$ cat src/rtl/thev_pkg.sv
`timescale 1ns/1ps
package thev_pkg;

  // Selects the set/clear rule of one trip flag.
  typedef enum logic [1:0] {
    TRIP_ABOVE_LE = 2'd0,  // set above limit, clear at or below limit - hys
    TRIP_BELOW    = 2'd1,  // set below limit - hys, clear at or above limit
    TRIP_ABOVE_LT = 2'd2   // set above limit, clear strictly below limit - hys
  } trip_kind_e;

  localparam int NUM_TRIPS = 3;
  localparam int IDX_ABOVE = 0;
  localparam int IDX_BELOW = 1;
  localparam int IDX_CRIT  = 2;

  function automatic trip_kind_e kind_of(input int idx);
    case (idx)
      IDX_BELOW: return TRIP_BELOW;
      IDX_CRIT:  return TRIP_ABOVE_LT;
      default:   return TRIP_ABOVE_LE;
    endcase
  endfunction

  // Code 0 gives no band; each further code doubles the band.
  function automatic int hys_lsb(input logic [1:0] code, input int unit);
    if (code == 2'd0) return 0;
    return unit << (int'(code) - 1);
  endfunction

endpackage

$ cat src/rtl/thev_resmask.sv
`timescale 1ns/1ps
module thev_resmask #(
  parameter int TEMP_W = 16,
  parameter int RES_W  = 2
) (
  input  logic [TEMP_W-1:0] temp_in,
  input  logic [RES_W-1:0]  res_sel,
  output logic [TEMP_W-1:0] temp_out
);
  localparam int MAX_DROP = (1 << RES_W) - 1;
  localparam logic [RES_W-1:0] MAX_DROP_V = RES_W'(MAX_DROP);

  logic [RES_W-1:0]  drop;
  logic [TEMP_W-1:0] keep;

  always_comb begin
    drop     = MAX_DROP_V - res_sel;
    keep     = {TEMP_W{1'b1}} << drop;
    temp_out = temp_in & keep;
  end
endmodule

$ cat src/rtl/thev_trip.sv
`timescale 1ns/1ps
module thev_trip
  import thev_pkg::*;
#(
  parameter int         TEMP_W = 16,
  parameter int         HYS_W  = 7,
  parameter trip_kind_e KIND   = TRIP_ABOVE_LE
) (
  input  logic              clk,
  input  logic              rst_n,
  input  logic              sample_en,
  input  logic [TEMP_W-1:0] temp,
  input  logic [TEMP_W-1:0] limit,
  input  logic [HYS_W-1:0]  hys,
  output logic              flag,
  output logic              rise
);
  localparam int W = TEMP_W + 2;

  logic signed [W-1:0] t_w, lim_w, hys_w, low_w;
  logic set_c, clr_c, nxt;

  assign t_w   = W'($signed(temp));
  assign lim_w = W'($signed(limit));
  assign hys_w = $signed(W'(hys));
  assign low_w = lim_w - hys_w;

  generate
    if (KIND == TRIP_BELOW) begin : g_below
      assign set_c = (t_w < low_w);
      assign clr_c = (t_w >= lim_w);
    end else if (KIND == TRIP_ABOVE_LT) begin : g_above_lt
      assign set_c = (t_w > lim_w);
      assign clr_c = (t_w < low_w);
    end else begin : g_above_le
      assign set_c = (t_w > lim_w);
      assign clr_c = (t_w <= low_w);
    end
  endgenerate

  assign nxt = set_c | (flag & ~clr_c);

  always_ff @(posedge clk or negedge rst_n) begin
    if (!rst_n) begin
      flag <= 1'b0;
      rise <= 1'b0;
    end else begin
      rise <= sample_en & nxt & ~flag;
      if (sample_en) flag <= nxt;
    end
  end
endmodule

$ cat src/rtl/thev_shdn.sv
`timescale 1ns/1ps
module thev_shdn (
  input  logic clk,
  input  logic rst_n,
  input  logic cfg_wr,
  input  logic cfg_shdn,
  input  logic lock_any,
  output logic shdn_q
);
  always_ff @(posedge clk or negedge rst_n) begin
    if (!rst_n) begin
      shdn_q <= 1'b0;
    end else if (cfg_wr) begin
      if (!cfg_shdn)     shdn_q <= 1'b0;
      else if (!lock_any) shdn_q <= 1'b1;
    end
  end
endmodule

$ cat src/rtl/thev_event.sv
`timescale 1ns/1ps
module thev_event (
  input  logic clk,
  input  logic rst_n,
  input  logic above,
  input  logic below,
  input  logic crit,
  input  logic rise_win,
  input  logic mode_int,
  input  logic crit_only,
  input  logic en,
  input  logic pol_high,
  input  logic clr,
  input  logic frozen,
  output logic pin
);
  logic int_mode, latch_q, act, pin_d;

  assign int_mode = mode_int & ~crit_only;

  always_ff @(posedge clk or negedge rst_n) begin
    if (!rst_n)                latch_q <= 1'b0;
    else if (!en || !int_mode) latch_q <= 1'b0;
    else if (rise_win)         latch_q <= 1'b1;
    else if (clr)              latch_q <= 1'b0;
  end

  always_comb begin
    if (crit_only)     act = crit;
    else if (int_mode) act = crit | latch_q | rise_win;
    else               act = above | below | crit;
    pin_d = en ? (pol_high ? act : ~act) : ~pol_high;
  end

  always_ff @(posedge clk or negedge rst_n) begin
    if (!rst_n)       pin <= 1'b1;
    else if (!frozen) pin <= pin_d;
  end
endmodule

$ cat src/rtl/thermal_event_gen.sv
`timescale 1ns/1ps
module thermal_event_gen
  import thev_pkg::*;
#(
  parameter int TEMP_W   = 16,
  parameter int RES_W    = 2,
  parameter int HYS_UNIT = 24
) (
  input  logic              clk,
  input  logic              rst_n,
  input  logic              temp_valid,
  output logic              temp_ready,
  input  logic [TEMP_W-1:0] temp_data,
  input  logic [RES_W-1:0]  res_sel,
  input  logic [TEMP_W-1:0] lim_upper,
  input  logic [TEMP_W-1:0] lim_lower,
  input  logic [TEMP_W-1:0] lim_crit,
  input  logic [1:0]        hys_sel,
  input  logic              mode_int,
  input  logic              mode_crit_only,
  input  logic              evt_en,
  input  logic              evt_pol_high,
  input  logic              clr_evt,
  input  logic              cfg_wr,
  input  logic              cfg_shdn,
  input  logic              lock_win,
  input  logic              lock_crit,
  output logic              st_above,
  output logic              st_below,
  output logic              st_crit,
  output logic              shdn_active,
  output logic              evt_pin
);
  localparam int HYS_MAX = HYS_UNIT << 2;
  localparam int HYS_W   = $clog2(HYS_MAX + 1);

  logic                 shdn_q, accept;
  logic [TEMP_W-1:0]    temp_m;
  logic [HYS_W-1:0]     hys_val;
  logic [TEMP_W-1:0]    lim_arr [NUM_TRIPS];
  logic [NUM_TRIPS-1:0] flags, rises;

  assign temp_ready  = ~shdn_q;
  assign shdn_active = shdn_q;
  assign accept      = temp_valid & ~shdn_q;
  assign hys_val     = HYS_W'(hys_lsb(hys_sel, HYS_UNIT));

  assign lim_arr[IDX_ABOVE] = lim_upper;
  assign lim_arr[IDX_BELOW] = lim_lower;
  assign lim_arr[IDX_CRIT]  = lim_crit;

  thev_resmask #(.TEMP_W(TEMP_W), .RES_W(RES_W)) mask_i (
    .temp_in (temp_data),
    .res_sel (res_sel),
    .temp_out(temp_m)
  );

  for (genvar gi = 0; gi < NUM_TRIPS; gi++) begin : g_trip
    thev_trip #(.TEMP_W(TEMP_W), .HYS_W(HYS_W), .KIND(kind_of(gi))) trip_i (
      .clk      (clk),
      .rst_n    (rst_n),
      .sample_en(accept),
      .temp     (temp_m),
      .limit    (lim_arr[gi]),
      .hys      (hys_val),
      .flag     (flags[gi]),
      .rise     (rises[gi])
    );
  end

  thev_shdn shdn_i (
    .clk     (clk),
    .rst_n   (rst_n),
    .cfg_wr  (cfg_wr),
    .cfg_shdn(cfg_shdn),
    .lock_any(lock_win | lock_crit),
    .shdn_q  (shdn_q)
  );

  thev_event event_i (
    .clk      (clk),
    .rst_n    (rst_n),
    .above    (flags[IDX_ABOVE]),
    .below    (flags[IDX_BELOW]),
    .crit     (flags[IDX_CRIT]),
    .rise_win (rises[IDX_ABOVE] | rises[IDX_BELOW]),
    .mode_int (mode_int),
    .crit_only(mode_crit_only),
    .en       (evt_en),
    .pol_high (evt_pol_high),
    .clr      (clr_evt),
    .frozen   (shdn_q),
    .pin      (evt_pin)
  );

  assign st_above = flags[IDX_ABOVE];
  assign st_below = flags[IDX_BELOW];
  assign st_crit  = flags[IDX_CRIT];
endmodule

$ cat config.mk
export PLATFORM = sky130hd
export DESIGN_NAME = thermal_event_gen
export DESIGN_NICKNAME = d
export VERILOG_FILES = /design/src/rtl/thev_pkg.sv /design/src/rtl/thev_resmask.sv /design/src/rtl/thev_trip.sv /design/src/rtl/thev_shdn.sv /design/src/rtl/thev_event.sv /design/src/rtl/thermal_event_gen.sv
export SDC_FILE = /design/constraint.sdc
export NUM_CORES = 1
export LEC_CHECK = 0
export BUFFER_PORTS_ARGS = -buffer_cell sky130_fd_sc_hd__buf_4
export CAP_MARGIN = 25
export CORE_ASPECT_RATIO = 0.75
export CORE_UTILIZATION = 55
export CTS_BUF_LIST = sky130_fd_sc_hd__clkbuf_8
export DETAILED_ROUTE_END_ITERATION = 10
export PLACE_DENSITY = 0.79
export SLEW_MARGIN = 15
export SYNTH_ARGS = -nofsm -noshare
export SYNTH_HDL_FRONTEND = slang
export SYNTH_HIERARCHICAL = 1
export SYNTH_SLANG_ARGS = --single-unit
$ cat constraint.sdc
create_clock -name clk -period 1.95 [get_ports clk]
set_input_delay 0.2925 -clock clk [delete_from_list [all_inputs] [get_ports clk]]
set_output_delay 0.2925 -clock clk [all_outputs]
set_load 0.02 [all_outputs]
Word-level counts from Yosys, hierarchy flattened
Cells that the tools add are included.

word-level totals
  flip-flop bits (word level) = 8
  latch bits = 0
  memory bits (writable) = 0
  bits in read-only memories = 0
  input port bits = 80
  output and inout bits = 6
  logic and storage cells = 67
  memories = 0

operators by class
  $add $sub $neg = 5
  $mul = 0
  divide/modulo/power cells = 0
  magnitude comparators = 6
  equality and inequality tests = 1
  shift operators = 2
  multiplexer cells = 11
  bitwise operators = 28
  reduce and logical (&&, ||, !) cells = 6

operators with widths
  operator                                            number
  subtractor 16 x 8 -> 17 bit                         3
  < comparator 16 x 17 -> 1 bit                       2
  > comparator 16 bit                                 2
  << shifter 5 x 32 -> 7 bit (first input constant)   1
  <= comparator 16 x 17 -> 1 bit                      1
  bitwise AND 16 bit                                  1
  greater-or-equal comparator 16 bit                  1
  << shifter 16 x 2 -> 16 bit (first input constant)  1
  two-way mux 1 bit                                   10
  bitwise AND 1 bit                                   9
  inverter 1 bit                                      9
  OR 1 bit                                            9
  two-way mux 7 bit                                   1
  nonzero test 3 bit                                  1
  subtractor 2 x 1 -> 3 bit (second input constant)   1
  logical NOT 1 bit                                   2
  logical NOT 2 bit                                   1
  inequality test 2 bit (second input constant)       1
  AND reduction 2 bit                                 1
  subtractor 2 bit (first input constant)             1
  logical OR 1 bit                                    1

Depth between registers and ports, before layout
  depth in word-level cells = 10
  depth in mapped cells = 18
  depth with buffers taken out = 18

By module
Netlist, hierarchy kept.

by module, submodules not included
  module                         instances  cells each  area each (um^2)  seq. area each (um^2)
  thev_trip at g_trip[0].trip_i  1          182         1,383.8           50.0
  thev_trip at g_trip[1].trip_i  1          171         1,361.3           50.0
  thev_trip at g_trip[2].trip_i  1          167         1,277.5           50.0
  thev_event                     1          18          142.6             51.3
  thev_resmask                   1          16          118.9             0.0
  thermal_event_gen              1          14          105.1             0.0
  thev_shdn                      1          4           43.8              25.0

Worst setup path before layout
Ideal clock, no wire load.

  path type = input to register
  start = input hys_sel[0]
  end = register g_trip[1].trip_i.flag
  library setup time = 128 ps
  arrival = 3,251 ps
  required time = 1,822 ps
  slack = -1,429 ps
  stages = 16
  path buffers = 0
  path through = inv_1 ha_1 nor3_1 inv_1 ha_1 or4_4 o21a_4 nor4_4 xnor2_1 ha_1 nand2_1 or2_2 a2111oi_0 a211oi_1 mux2i_1 o21ai_1

between the ends
  word-level cells in the longest chain between the ends = 6
  elaborated cells on any way between the ends = 8
  those cells by class = 2 x add/sub; 1 x order compare; 1 x shift; 2 x mux; 1 x bitwise; 1 x reduce/logical

ends and longest elaborated chain
  what                                                                    RTL line                        source
  start, declared                                                         thermal_event_gen.sv:18         input logic [1:0] hys_sel,
  subtractor 2 x 1 -> 3 bit / logical NOT 2 bit (equally long branches)   thev_pkg.sv:27, thev_pkg.sv:26
  << shifter 5 x 32 -> 7 bit / two-way mux 1 bit (equally long branches)  thev_pkg.sv:27, thev_pkg.sv:26
  two-way mux 7 bit (*)                                                   thev_pkg.sv:27                  return unit << (int'(code) - 1);
  via hys_val[5]                                                          thermal_event_gen.sv:39         logic [HYS_W-1:0] hys_val;
  subtractor 16 x 8 -> 17 bit (*)                                         thev_trip.sv:26                 assign low_w = lim_w - hys_w;
  < comparator 16 x 17 -> 1 bit (*)                                       thev_trip.sv:30                 assign set_c = (t_w < low_w);
  OR 1 bit (*)                                                            thev_trip.sv:41                 assign nxt = set_c | (flag & ~clr_c);
  end signal, assigned                                                    thev_trip.sv:49                 if (sample_en) flag <= nxt;
  end, declared                                                           thev_trip.sv:15                 output logic flag,

The timed path passes the listed nets; every way through them passes the cells marked *.
A chain may end at the register's enable or synchronous reset.

Worst setup path in the final report
  start = input hys_sel[1]
  end = register g_trip[1].trip_i.flag

Same word-level chain as after synthesis.

==> results.ini <==
[logic_synthesis]
mappedNetlistArea_um2=4400
synthCells=570
yosysWarnings=6
synth.avg_cell_area_um2=7.72

[timing]
fin_crit_sh_pct=170
slew_headroom_pct=56.7
max_freq_mhz=302
slew_viol_final=0
rsz0062_at_grt=true
fin_ws_ns=-1.36
fin_tns_setup_ns=-5.15
finalHoldViolCount=0
fin_skew_ns=0.00157
final-setup-viol-count=4
final.min_clock_period_ns=3.31
tightest_slew_ns=0.643

[placement]
portBuffers=85
dp_hpwl_um=11700
pre_cts_ws_ns=-1.68
globalplace.congestion=0.910

[pwr]
switchingPower_mw=1.07
power_frac_seq_pct=9.7
p_leak_nw=3.31
peakVddDrop_v=0.000380
p_int_mw=1.27
switching_share_pct=45.7
combinationalPowerShare_pct=81.7
pwr_density_cell_nw_per_um2=361
pwr-share-clk_pct=8.6

[global_routing]
grt-ovfl-total=0
antenna_found_initial=0
grt_use_met1_pct=39.6
grt_start_max_net_pins=11
grt_pass1_vias=5085
grt_util_met3_pct=3.43
grt_use_met2_pct=60.1
busiest_layer=met2
track_usage_pct=32.6
grt_pass1_wl_um=22400

[worst_setup_path]
cp_data_arrival_time_ns=3.41
crit_slowest_cell=ha_1
ff2ff_setup_slack_ns=0.46
crit_path_start_kind=primary input
reg2reg_to=g_trip[2].trip_i/flag
cp_data_required_time_ns=2.05
path_cells=buf_12 > inv_8 > buf_6 > ha_4 > nor3_4 > inv_2 > ha_4 > buf_4 > nor4_4 > a21oi_2 > o21ai_2 > and4_1 > xnor2_1 > ha_1 > a21o_1 > a21oi_2 > o221ai_2 > a211oi_2 > mux2i_1 > o21ai_1
crit_end=g_trip[1].trip_i/flag
cpPeakStageDelay_ns=0.33
path_max_fanout=4
endpoint_kind=register
r2r_start=shdn_i/shdn_q
crit_type=in -> reg
critPathLaunch=hys_sel[1]
reg2regPathDepth=6

[clocking]
htree_levels=1
cts_made_buffers=3
clk_latency_ns=0.22
path_clk_slew_ns=0.04
cts_tree=built
cts.sink_count=8
clk_path_buf_depth=2
ctsRootBufferMaster=clkbuf_8

[cells_and_area]
syn_to_final_growth_pct=47.1
final_cell_mix=buf_4 (203), ha_1 (115), inv_1 (87)
n_antenna_cell=0
final_common_cell=buf_4
layout.nets=984
layout-drive-gt1-share_pct=35.9
fillCellCount=438

[floorplan]
fp.coreArea_um2=7530
pin_count=86
initial_core_util_pct=58.4
die_w_um=105
die-area_um2=8370
rows=27
die_h_um=79.5

[detailed_routing]
drcViolationCount=0
vias=5038
wl_um=14100
detail_route.wl_per_cell_um=16.1
ant_nets=0
drtPass1Iterations=4
detail_route.vias_per_cell=5.74
drtIter0Drc=225

[outcome]
violations=negative setup slack
status=complete, but fails checks

[flow_run]
maxCapViolCount=0

[worst_hold_path]
hold_class=in -> reg

[flip-flops by register name, indices dropped and copies added (netlist names)]
register and count:
event_i/latch_q 1, g_trip.trip_i/rise 2, shdn_i/shdn_q 1, g_trip.trip_i/flag 3
event_i/pin 1
[per-layer routing]
| metal | vias up | wire [µm] |
|---|---|---|
| met3 | 46 | 902 |
| met1 | 2344 | 5900 |
| met4 | 0 | 443 |
| met5 | - | 0 |
| met2 | 204 | 6850 |
| li1 | 2444 | - |
[power by group through the flow]
stage | Sequential, mW | Clock [mW] | Combinational, mW
6_report | 0.227 | 0.200 | 1.91
4_1_cts | 0.226 | 0.204 | 1.80
2_1_floorplan | 0.256 | 0 | 0.993
5_1_grt | 0.232 | 0.215 | 2.09
3_5_place_dp | 0.228 | 0 | 1.73
3_3_place_gp | 0.226 | 0 | 1.64
[worst max-delay path, delay by kind of cell]
family,cells,cell delay (ns)
AOI/OAI and AO/OA,7,0.96
and+or+nand+nor,3,0.68
adders and majority gates,3,0.63
buffers and inverters,5,0.46
muxes,1,0.28
xor gates and xnor gates,1,0.08
[how the worst min path moves through the flow]
stage	cells after the start	from	to
global route	2	cfg_wr	shdn_i/shdn_q
global placement	1	rst_n	g_trip[0].trip_i/rise
detailed placement	1	rst_n	g_trip[0].trip_i/rise
finish	2	cfg_wr	shdn_i/shdn_q
CTS	2	cfg_wr	shdn_i/shdn_q
floorplan	0	rst_n	event_i/latch_q
[repair_timing]
action | 4_1_cts | 5_1_grt
hold buffers | 1 | 0
hold endpoints to repair | 7 | 0
resized for setup | 36 | 22
setup buffers | 2 | 2
endpoints found under the setup margin | 4 | 5
gates cloned | 0 | 0
pin swaps | 25 | 22
[through the flow]
step	cells	power (mW)	utilization (%)	hold WS (ns)	cell area [µm²]
global placement	869	1.86	81.2	0.114	6110
detailed placement	869	1.96	81.2	0.115	6110
finish	878	2.34	85.9	0.250	6470
floorplan	581	1.25	-	-0.00309	4580
global route	878	2.53	85.9	0.244	6470
CTS	876	2.23	84.2	0.249	6340
[layout make-up]
cell class | instances | area, µm² | share of cell area, %
Multi-Input combinational cell | 467 | 4160 | 64.2
Timing Repair Buffer | 207 | 1590 | 24.5
Sequential cell | 8 | 201 | 3.11
Clock inverter | 1 | 3.75 | 0.0580
Clock buffer | 3 | 41.3 | 0.638
Tap cell | 101 | 126 | 1.95
Inverter | 91 | 359 | 5.55
Power figures use the tool's default switching activity.
